===== src/rtl/ata_seq_pkg.sv =====
// Shared constants for the single-sector sequencer.
// Register select is {cs1, cs0, a[2:0]}; chip selects are active high.
package ata_seq_pkg;
    typedef enum logic [2:0] {
        RC_OK      = 3'd0,
        RC_CMDERR  = 3'd1,
        RC_RDYTO   = 3'd2,
        RC_BUFTO   = 3'd3,
        RC_BADUNIT = 3'd4
    } rc_t;

    localparam logic [4:0] SEL_DATA   = 5'b01000;
    localparam logic [4:0] SEL_ERR    = 5'b01001;
    localparam logic [4:0] SEL_FEAT   = 5'b01001;
    localparam logic [4:0] SEL_SCNT   = 5'b01010;
    localparam logic [4:0] SEL_SECT   = 5'b01011;
    localparam logic [4:0] SEL_CYLLO  = 5'b01100;
    localparam logic [4:0] SEL_CYLHI  = 5'b01101;
    localparam logic [4:0] SEL_HEAD   = 5'b01110;
    localparam logic [4:0] SEL_CMD    = 5'b01111;
    localparam logic [4:0] SEL_STAT   = 5'b01111;
    localparam logic [4:0] SEL_DEVCTL = 5'b10110;

    localparam logic [7:0] OP_READ    = 8'h20;
    localparam logic [7:0] OP_WRITE   = 8'h30;
    localparam logic [7:0] OP_SETFEAT = 8'hEF;
    localparam logic [7:0] CTL_RST_ON  = 8'h0E;
    localparam logic [7:0] CTL_RST_OFF = 8'h02;
endpackage


===== src/rtl/ata_reg_cycle.sv =====
// Register cycle engine: performs one device register read or write.
// Assumes req is a one-cycle pulse, only honoured while the engine is idle.
// Timing: one setup cycle with select driven, STB_CYC strobe cycles,
// one hold cycle (ack high) with select kept, then select released.
module ata_reg_cycle #(
    parameter int STB_CYC = 3,
    parameter int DW      = 16
) (
    input  logic          clk,
    input  logic          rst_n,
    input  logic          req,
    input  logic          req_wr,
    input  logic [4:0]    req_sel,
    input  logic [DW-1:0] req_wdata,
    output logic          ack,
    output logic [DW-1:0] rdata,
    output logic          dev_cs0,
    output logic          dev_cs1,
    output logic [2:0]    dev_a,
    output logic          dev_rd,
    output logic          dev_wr,
    output logic          dev_oe,
    output logic [DW-1:0] dev_dout,
    input  logic [DW-1:0] dev_din
);
    localparam int SW = $clog2(STB_CYC + 1);

    typedef enum logic [1:0] {P_IDLE, P_SETUP, P_STB, P_HOLD} phase_t;

    phase_t         phase;
    logic [SW-1:0]  cnt;
    logic           is_wr;
    logic [4:0]     sel;

    // Phase sequencing, select/data capture and read sampling.
    always_ff @(posedge clk) begin
        if (!rst_n) begin
            phase    <= P_IDLE;
            cnt      <= '0;
            is_wr    <= 1'b0;
            sel      <= '0;
            dev_dout <= '0;
            rdata    <= '0;
        end else begin
            case (phase)
                P_IDLE: if (req) begin
                    sel      <= req_sel;
                    is_wr    <= req_wr;
                    dev_dout <= req_wdata;
                    phase    <= P_SETUP;
                end
                P_SETUP: begin
                    cnt   <= '0;
                    phase <= P_STB;
                end
                P_STB: begin
                    if (cnt == SW'(STB_CYC - 1)) begin
                        phase <= P_HOLD;
                        if (!is_wr) rdata <= dev_din;
                    end else begin
                        cnt <= cnt + 1'b1;
                    end
                end
                default: begin
                    sel   <= '0;
                    phase <= P_IDLE;
                end
            endcase
        end
    end

    // Bus pins decoded from the registered phase.
    always_comb begin
        dev_cs1 = sel[4];
        dev_cs0 = sel[3];
        dev_a   = sel[2:0];
        dev_rd  = (phase == P_STB) && !is_wr;
        dev_wr  = (phase == P_STB) && is_wr;
        dev_oe  = (phase != P_IDLE) && is_wr;
        ack     = (phase == P_HOLD);
    end
endmodule


===== src/rtl/ata_wait_timer.sv =====
// Down-counting delay timer. A load pulse with value N (N >= 1) makes
// done high exactly N cycles after the load cycle; done is one cycle wide.
module ata_wait_timer #(
    parameter int CW = 24
) (
    input  logic          clk,
    input  logic          rst_n,
    input  logic          load,
    input  logic [CW-1:0] val,
    output logic          done
);
    logic [CW-1:0] cnt;

    // Count down towards zero after a load.
    always_ff @(posedge clk) begin
        if (!rst_n)          cnt <= '0;
        else if (load)       cnt <= val;
        else if (cnt != '0)  cnt <= cnt - 1'b1;
    end

    assign done = (cnt == CW'(1));
endmodule


===== src/rtl/ata_sector_seq.sv =====
// Single-sector PIO command sequencer.
// Runs reset-on-demand, ready/data-request polling with limits, task-file
// programming, command issue, a WORDS-word data phase and error checks.
// Assumes req is a one-cycle pulse; requests while busy are ignored.
// The local buffer is synchronous: buf_rdata follows buf_addr by one cycle.
module ata_sector_seq
    import ata_seq_pkg::*;
#(
    parameter int WORDS     = 256,
    parameter int STB_CYC   = 3,
    parameter int RST_CYC   = 10_000_000,
    parameter int POLL_CYC  = 12_500,
    parameter int RDY_LIMIT = 65536,
    parameter int DRQ_LIMIT = 65536,
    parameter bit EIGHT_BIT = 1'b0
) (
    input  logic        clk,
    input  logic        rst_n,
    input  logic        req,
    input  logic        req_wr,
    input  logic [1:0]  req_unit,
    input  logic [7:0]  req_cylhi,
    input  logic [7:0]  req_cyllo,
    input  logic [7:0]  req_sector,
    output logic        busy,
    output logic        done,
    output logic [2:0]  result,
    output logic [7:0]  stat_byte,
    output logic [7:0]  err_byte,
    output logic [$clog2(WORDS)-1:0] buf_addr,
    output logic        buf_we,
    output logic [15:0] buf_wdata,
    input  logic [15:0] buf_rdata,
    output logic        dev_cs0,
    output logic        dev_cs1,
    output logic [2:0]  dev_a,
    output logic        dev_rd,
    output logic        dev_wr,
    output logic        dev_oe,
    output logic [15:0] dev_dout,
    input  logic [15:0] dev_din
);
    localparam int AW   = $clog2(WORDS);
    localparam int TMAX = (RST_CYC > POLL_CYC) ? RST_CYC : POLL_CYC;
    localparam int CW   = $clog2(TMAX + 1);
    localparam int PMAX = (RDY_LIMIT > DRQ_LIMIT) ? RDY_LIMIT : DRQ_LIMIT;
    localparam int PW   = $clog2(PMAX + 1);

    typedef enum logic [4:0] {
        S_IDLE, S_BUS, S_TMR, S_RST_WAIT, S_RST_REL, S_RST_END,
        S_FEAT, S_FEAT_CMD, S_PRE, S_RDY, S_RDY_RD, S_RDY_CHK,
        S_TF, S_POST_CMD, S_ERR, S_ERR_CHK, S_ERR_LATCH,
        S_DRQ, S_DRQ_RD, S_DRQ_CHK, S_XFER, S_XFER_WR, S_XFER_NX,
        S_POST_DATA, S_DONE
    } state_t;

    typedef enum logic [1:0] {C_FEAT, C_PRE, C_CMD, C_DATA} ctx_t;

    state_t         state, ret;
    ctx_t           ctx;
    logic           nrdy;
    logic           wr_q, unit_q;
    logic [7:0]     cylhi_q, cyllo_q, sect_q;
    logic [2:0]     step;
    logic [PW-1:0]  pcnt;
    logic [AW-1:0]  widx;
    rc_t            rc;

    logic           cyc_req, cyc_wr, cyc_ack;
    logic [4:0]     cyc_sel;
    logic [15:0]    cyc_wdata, cyc_rdata;
    logic           tmr_load, tmr_done;
    logic [CW-1:0]  tmr_val;
    logic [4:0]     tf_sel;
    logic [7:0]     tf_data;

    ata_reg_cycle #(.STB_CYC(STB_CYC), .DW(16)) u_cyc (
        .clk(clk), .rst_n(rst_n),
        .req(cyc_req), .req_wr(cyc_wr), .req_sel(cyc_sel), .req_wdata(cyc_wdata),
        .ack(cyc_ack), .rdata(cyc_rdata),
        .dev_cs0(dev_cs0), .dev_cs1(dev_cs1), .dev_a(dev_a),
        .dev_rd(dev_rd), .dev_wr(dev_wr), .dev_oe(dev_oe),
        .dev_dout(dev_dout), .dev_din(dev_din)
    );

    ata_wait_timer #(.CW(CW)) u_tmr (
        .clk(clk), .rst_n(rst_n), .load(tmr_load), .val(tmr_val), .done(tmr_done)
    );

    // Task-file register and value for the current programming step.
    always_comb begin
        case (step)
            3'd0:    begin tf_sel = SEL_SCNT;  tf_data = 8'h01; end
            3'd1:    begin tf_sel = SEL_HEAD;  tf_data = {3'b111, unit_q, 4'b0000}; end
            3'd2:    begin tf_sel = SEL_CYLHI; tf_data = cylhi_q; end
            3'd3:    begin tf_sel = SEL_CYLLO; tf_data = cyllo_q; end
            3'd4:    begin tf_sel = SEL_SECT;  tf_data = sect_q; end
            default: begin tf_sel = SEL_CMD;   tf_data = wr_q ? OP_WRITE : OP_READ; end
        endcase
    end

    // Main command sequencer.
    always_ff @(posedge clk) begin
        if (!rst_n) begin
            state     <= S_IDLE;
            ret       <= S_IDLE;
            ctx       <= C_PRE;
            nrdy      <= 1'b1;
            wr_q      <= 1'b0;
            unit_q    <= 1'b0;
            cylhi_q   <= '0;
            cyllo_q   <= '0;
            sect_q    <= '0;
            step      <= '0;
            pcnt      <= '0;
            widx      <= '0;
            rc        <= RC_OK;
            stat_byte <= '0;
            err_byte  <= '0;
            cyc_req   <= 1'b0;
            cyc_wr    <= 1'b0;
            cyc_sel   <= '0;
            cyc_wdata <= '0;
            tmr_load  <= 1'b0;
            tmr_val   <= '0;
        end else begin
            cyc_req  <= 1'b0;
            tmr_load <= 1'b0;
            case (state)
                S_IDLE: if (req) begin
                    stat_byte <= '0;
                    err_byte  <= '0;
                    rc        <= RC_OK;
                    wr_q      <= req_wr;
                    unit_q    <= req_unit[0];
                    cylhi_q   <= req_cylhi;
                    cyllo_q   <= req_cyllo;
                    sect_q    <= req_sector;
                    if (req_unit > 2'd1) begin
                        rc    <= RC_BADUNIT;
                        state <= S_DONE;
                    end else if (nrdy) begin
                        cyc_req <= 1'b1; cyc_wr <= 1'b1;
                        cyc_sel <= SEL_DEVCTL; cyc_wdata <= {8'h00, CTL_RST_ON};
                        ret <= S_RST_WAIT; state <= S_BUS;
                    end else begin
                        state <= S_PRE;
                    end
                end
                S_BUS: if (cyc_ack) state <= ret;
                S_TMR: if (tmr_done) state <= ret;
                S_RST_WAIT: begin
                    tmr_load <= 1'b1; tmr_val <= CW'(RST_CYC);
                    ret <= S_RST_REL; state <= S_TMR;
                end
                S_RST_REL: begin
                    cyc_req <= 1'b1; cyc_wr <= 1'b1;
                    cyc_sel <= SEL_DEVCTL; cyc_wdata <= {8'h00, CTL_RST_OFF};
                    ret <= S_RST_END; state <= S_BUS;
                end
                S_RST_END: begin
                    nrdy <= 1'b0;
                    if (EIGHT_BIT) begin
                        ctx <= C_FEAT; pcnt <= '0; state <= S_RDY;
                    end else begin
                        state <= S_PRE;
                    end
                end
                S_FEAT: begin
                    cyc_req <= 1'b1; cyc_wr <= 1'b1;
                    cyc_sel <= SEL_FEAT; cyc_wdata <= 16'h0001;
                    ret <= S_FEAT_CMD; state <= S_BUS;
                end
                S_FEAT_CMD: begin
                    cyc_req <= 1'b1; cyc_wr <= 1'b1;
                    cyc_sel <= SEL_CMD; cyc_wdata <= {8'h00, OP_SETFEAT};
                    ret <= S_PRE; state <= S_BUS;
                end
                S_PRE: begin
                    ctx <= C_PRE; pcnt <= '0; state <= S_RDY;
                end
                S_RDY: begin
                    tmr_load <= 1'b1; tmr_val <= CW'(POLL_CYC);
                    ret <= S_RDY_RD; state <= S_TMR;
                end
                S_RDY_RD: begin
                    if (pcnt == PW'(RDY_LIMIT)) begin
                        rc <= RC_RDYTO; nrdy <= 1'b1; state <= S_DONE;
                    end else begin
                        pcnt    <= pcnt + 1'b1;
                        cyc_req <= 1'b1; cyc_wr <= 1'b0; cyc_sel <= SEL_STAT;
                        ret <= S_RDY_CHK; state <= S_BUS;
                    end
                end
                S_RDY_CHK: begin
                    stat_byte <= cyc_rdata[7:0];
                    if (cyc_rdata[7:6] == 2'b01) begin
                        case (ctx)
                            C_FEAT:  state <= S_FEAT;
                            C_PRE:   begin step <= '0; state <= S_TF; end
                            default: state <= S_ERR;
                        endcase
                    end else begin
                        state <= S_RDY;
                    end
                end
                S_TF: begin
                    cyc_req <= 1'b1; cyc_wr <= 1'b1;
                    cyc_sel <= tf_sel; cyc_wdata <= {8'h00, tf_data};
                    step    <= step + 1'b1;
                    ret     <= (step == 3'd5) ? S_POST_CMD : S_TF;
                    state   <= S_BUS;
                end
                S_POST_CMD: begin
                    ctx <= C_CMD; pcnt <= '0; state <= S_RDY;
                end
                S_ERR: begin
                    cyc_req <= 1'b1; cyc_wr <= 1'b0; cyc_sel <= SEL_STAT;
                    ret <= S_ERR_CHK; state <= S_BUS;
                end
                S_ERR_CHK: begin
                    stat_byte <= cyc_rdata[7:0];
                    if (cyc_rdata[0]) begin
                        cyc_req <= 1'b1; cyc_wr <= 1'b0; cyc_sel <= SEL_ERR;
                        ret <= S_ERR_LATCH; state <= S_BUS;
                    end else if (ctx == C_CMD) begin
                        pcnt <= '0; state <= S_DRQ;
                    end else begin
                        rc <= RC_OK; state <= S_DONE;
                    end
                end
                S_ERR_LATCH: begin
                    err_byte <= cyc_rdata[7:0];
                    rc <= RC_CMDERR; nrdy <= 1'b1; state <= S_DONE;
                end
                S_DRQ: begin
                    tmr_load <= 1'b1; tmr_val <= CW'(POLL_CYC);
                    ret <= S_DRQ_RD; state <= S_TMR;
                end
                S_DRQ_RD: begin
                    if (pcnt == PW'(DRQ_LIMIT)) begin
                        rc <= RC_BUFTO; nrdy <= 1'b1; state <= S_DONE;
                    end else begin
                        pcnt    <= pcnt + 1'b1;
                        cyc_req <= 1'b1; cyc_wr <= 1'b0; cyc_sel <= SEL_STAT;
                        ret <= S_DRQ_CHK; state <= S_BUS;
                    end
                end
                S_DRQ_CHK: begin
                    stat_byte <= cyc_rdata[7:0];
                    if (!cyc_rdata[7] && cyc_rdata[3]) begin
                        widx <= '0; state <= S_XFER;
                    end else begin
                        state <= S_DRQ;
                    end
                end
                S_XFER: begin
                    if (wr_q) begin
                        state <= S_XFER_WR;
                    end else begin
                        cyc_req <= 1'b1; cyc_wr <= 1'b0; cyc_sel <= SEL_DATA;
                        ret <= S_XFER_NX; state <= S_BUS;
                    end
                end
                S_XFER_WR: begin
                    cyc_req <= 1'b1; cyc_wr <= 1'b1;
                    cyc_sel <= SEL_DATA; cyc_wdata <= buf_rdata;
                    ret <= S_XFER_NX; state <= S_BUS;
                end
                S_XFER_NX: begin
                    widx  <= widx + 1'b1;
                    state <= (widx == AW'(WORDS - 1)) ? S_POST_DATA : S_XFER;
                end
                S_POST_DATA: begin
                    ctx <= C_DATA; pcnt <= '0; state <= S_RDY;
                end
                default: state <= S_IDLE;
            endcase
        end
    end

    // Handshake and local buffer port.
    always_comb begin
        busy      = (state != S_IDLE);
        done      = (state == S_DONE);
        result    = rc;
        buf_addr  = widx;
        buf_we    = (state == S_XFER_NX) && !wr_q;
        buf_wdata = cyc_rdata;
    end
endmodule


===== config.mk =====
export PLATFORM = sky130hd
export DESIGN_NAME = ata_sector_seq
export DESIGN_NICKNAME = d
export VERILOG_FILES = /design/src/rtl/ata_seq_pkg.sv /design/src/rtl/ata_reg_cycle.sv /design/src/rtl/ata_wait_timer.sv /design/src/rtl/ata_sector_seq.sv
export SDC_FILE = /design/constraint.sdc
export NUM_CORES = 1
export LEC_CHECK = 0
export BUFFER_PORTS_ARGS = -buffer_cell sky130_fd_sc_hd__buf_2
export CORE_MARGIN = 2
export CORE_UTILIZATION = 56
export CTS_CLUSTER_DIAMETER = 60
export DETAILED_ROUTE_END_ITERATION = 10
export HOLD_SLACK_MARGIN = 0.05
export PLACE_DENSITY = 0.83
export SYNTH_ARGS = -nofsm -noshare
export SYNTH_HDL_FRONTEND = slang
export SYNTH_HIERARCHICAL = 1
export SYNTH_SLANG_ARGS = --single-unit

===== constraint.sdc =====
create_clock -name clk -period 2.8 [get_ports clk]
set_input_delay 0 -clock clk [delete_from_list [all_inputs] [get_ports clk]]
set_output_delay 0 -clock clk [all_outputs]
set_load 0.05 [all_outputs]

==> flow_metrics.tcl <==
set metrics [dict create \
    timing.setup.tns_ps 0 \
    hp-class "input pin to register" \
    peakVddDrop_mv 0.5321 \
    clk_latency_ps 430 \
    outcome "completed" \
    dp_hpwl_um 17430 \
    root_buffer "clkbuf_16" \
    layout.cells.most_common "nand2_1" \
    vias 9132 \
    leakagePower_nw 4.444 \
    p_int_mw 5.835 \
    wl_met3_um 2300 \
    crit_path_start_kind "register" \
    dieArea_sq_mm 0.01726 \
    hold_start "buf_rdata[2]" \
    p_clk_frac 0.250 \
    routedWlPerCell_um 17.39 \
    maxSlewViolCount 0 \
    dp.cells 1431 \
    layout.nets 1371 \
    grt_pass1_wl_um 42980 \
    max_slew_margin 0.4324 \
    worstPathRequired_ps 3150 \
    synth.distinct_cells 94 \
    cts_tree "done" \
    finalSetupViolations 0 \
    core_area_sq_mm 0.01589 \
    seqPwrFrac 0.341 \
    drt_wl_total_um 26420 \
    worstPathCellList "or4_4 -> nor4_4 -> and3_2 -> and2_1 -> o32ai_1 -> a21boi_0 -> nand2_1 -> a31oi_1" \
    place_area_sq_mm 0.009963 \
    initial_core_util 0.5721 \
    drt-initial-drc-count 922 \
    ant_nets 0 \
    cts.sink_count 179 \
    post-route-min-period_ps 2534 \
    pwr-share-comb 0.409 \
    cp.arrival_ps 2880 \
    synth-main-ff-cell "dfxtp_1" \
    clock_skew_ps 8.254 \
    path_class "register to register" \
    wl_met2_um 12140 \
    drive_gt1_frac 0.1857 \
    routed.top_layer "met4" \
    r2r_cells 8 \
    io_buffer_count 131 \
    reg2reg_from "u_tmr/cnt[8]" \
    p_sw_mw 3.771 \
    hold-worst-slack_ps 90.01 \
    vias_per_cell 6.012 \
    whs_path_depth 4 \
    ios 132 \
    grt_use_total 0.3012 \
    yosysSeqAreaShare 0.3943 \
    drc 0 \
    rrSetupSlack_ps 270 \
    holdPathEnd "cyc_wdata[2]" \
    die_w_um 131.4 \
    cp_slowest_cell "or4_4" \
    min_period_over_period 0.9050 \
    switching_share 0.3925 \
    worst_slew_pin_slew_ps 851.5 \
    p_per_area_mw_per_mm2 863.7 \
    synthArstFlopShare 0 \
    synth_edf_count 0 \
    syn_inst 1109 \
    htreeDepth 4 \
    grt_setup_unrepaired "no" \
    area_delta_synth_final_pct 22.39 \
    gr-total-overflow 0 \
    instances_no_fill 1519 \
    synth_seq_cells 179 \
    grt_max_degree 76 \
    post_cts_buffers 0 \
    maxCapViolCount 0 \
    cts_made_buffers 17 \
    max_stage_delay_ps 600 \
    finalHoldViolCount 0 \
    firstDrtPassIters 8 \
    die_h_um 131.4 \
    antenna_cells 0 \
    gp_congestion 1.020 \
    synth.avg_cell_area_sq_um 8.194 \
    clock_path_buffers 2 \
    antenna_found_initial 0 \
    yosys_warnings 6 \
    r2r_end "state[4]" \
    max_freq_ghz 0.3946 \
    syn_area_sq_mm 0.009087 \
    wirelength_met1_um 10800 \
    path_clk_slew_ps 70 \
    cp_max_fo 7 \
    row_count 46 \
    grt_pass1_vias 8696 \
    critPathCaptureType "register" \
    stdcell_area_sq_mm 0.01112 \
    mostFrequentLayoutCells "nand2_1, dfxtp_1, buf_2" \
]
[worst max path at each step]
| stage | from | endpoint | slack, ps |
|---|---|---|---|
| after floorplan | u_tmr/cnt[8] | state[1] | 620 |
| after global placement | state[1] | ret[4] | 300 |
| after detailed placement | state[1] | ret[2] | 290 |
| after CTS | state[1] | ret[2] | 270 |
| after global routing | pcnt[0] | result[2] | 150 |
| final | u_tmr/cnt[8] | state[4] | 270 |
[flip-flops by register name, summed over array words and instances, names as in the netlist, 3 cells and up]
signal          count
stat_byte           8
sect_q              8
err_byte            8
ret                 5
u_tmr/cnt          24
tmr_val             3
cylhi_q             8
u_cyc/rdata        16
pcnt               17
result              3
u_cyc/dev_dout     16
buf_addr            8
u_cyc/sel           5
cyllo_q             8
cyc_sel             5
step                3
cyc_wdata          16
state               5
[worst max-delay path: cells and delay by family (launching register included)]
family | cells | cell delay, ps
DFF | 1 | 360
AOI/OAI and AO/OA | 3 | 560
and+or+nand+nor | 5 | 1530
[area by class of cell]
cell class                      count  area (sq um)
Timing Repair Buffer              227          1544
Tap cell                          216         270.3
Sequential cell                   179          3583
Inverter                           23         86.33
Clock buffer                       19         442.9
Multi-Input combinational cell    842          5046
Clock inverter                     13         148.9
Fill cell                        1198          4763
[power groups by stage]
stage | logic (mW) | registers, mW | clock network, mW
final | 3.93 | 3.27 | 2.40
after global routing | 4.24 | 3.30 | 2.52
after CTS | 3.83 | 3.25 | 2.43
after detailed placement | 3.73 | 3.30 | 0
after global placement | 3.67 | 3.29 | 0
after floorplan | 2.94 | 3.22 | 0
[Yosys cell counts, drive strengths merged, types with 6 or more instances]
master / number / area, sq um
nand2: 187 / 701.9
dfxtp: 179 / 3583
nor2: 82 / 322.8
a21oi: 80 / 404.1
o21ai: 64 / 320.3
nand3: 56 / 285.3
buf: 45 / 292.8
clkbuf: 31 / 126.4
a22oi: 22 / 165.2
inv: 22 / 82.58
a21boi: 21 / 157.6
mux2i: 21 / 210.2
xor2: 20 / 175.2
a31oi: 19 / 118.9
ha: 19 / 237.7
nor2b: 17 / 113.9
nand2b: 15 / 103.9
nor3: 15 / 80.08
nor4: 14 / 117.6
xnor2: 13 / 113.9
and2: 12 / 75.07
nand4: 11 / 68.82
or4: 11 / 95.09
and3: 10 / 63.81
nand3b: 9 / 67.56
o211ai: 9 / 67.56
or3: 8 / 53.80
or2: 6 / 37.53
[logic make-up (layout without fill, tap and decap cells)]
group | after synthesis | after routing | share of synthesized area
xor gates and xnor gates | 33 | 33 | 0.03181
buffers and inverters | 99 | 282 | 0.05562
and+or+nand+nor | 473 | 473 | 0.2615
other | 1 | 12 | 0.0004127
muxes | 22 | 22 | 0.02478
AOI/OAI and AO/OA | 283 | 283 | 0.2054
adders and majority gates | 19 | 19 | 0.02616
DFF | 179 | 179 | 0.3943
[per-layer routing]
| layer | GRT usage | up-vias |
|---|---|---|
| li1 | - | 4284 |
| met1 | 0.3756 | 4233 |
| met2 | 0.4965 | 502 |
| met3 | 0.07060 | 113 |
| met4 | 0.1359 | 0 |
| met5 | 0 | - |
[per-stage QoR]
| step | setup WS, ps | total power, mW | util |
|---|---|---|---|
| floorplan | 623.3 | 6.167 | - |
| detailed placement | 292.6 | 7.034 | 0.6272 |
| finish | 266.1 | 9.605 | 0.7001 |
| CTS | 265.3 | 9.505 | 0.6997 |
| global route | 149.5 | 10.05 | 0.7001 |
| global placement | 304.4 | 6.954 | 0.6272 |
[repair_timing]
item	in CTS	in global routing
setup endpoints to repair	0	1
gates resized for setup	0	1
hold endpoints to repair	76	0
hold buffers	56	0
Power figures use the tool's default switching activity.
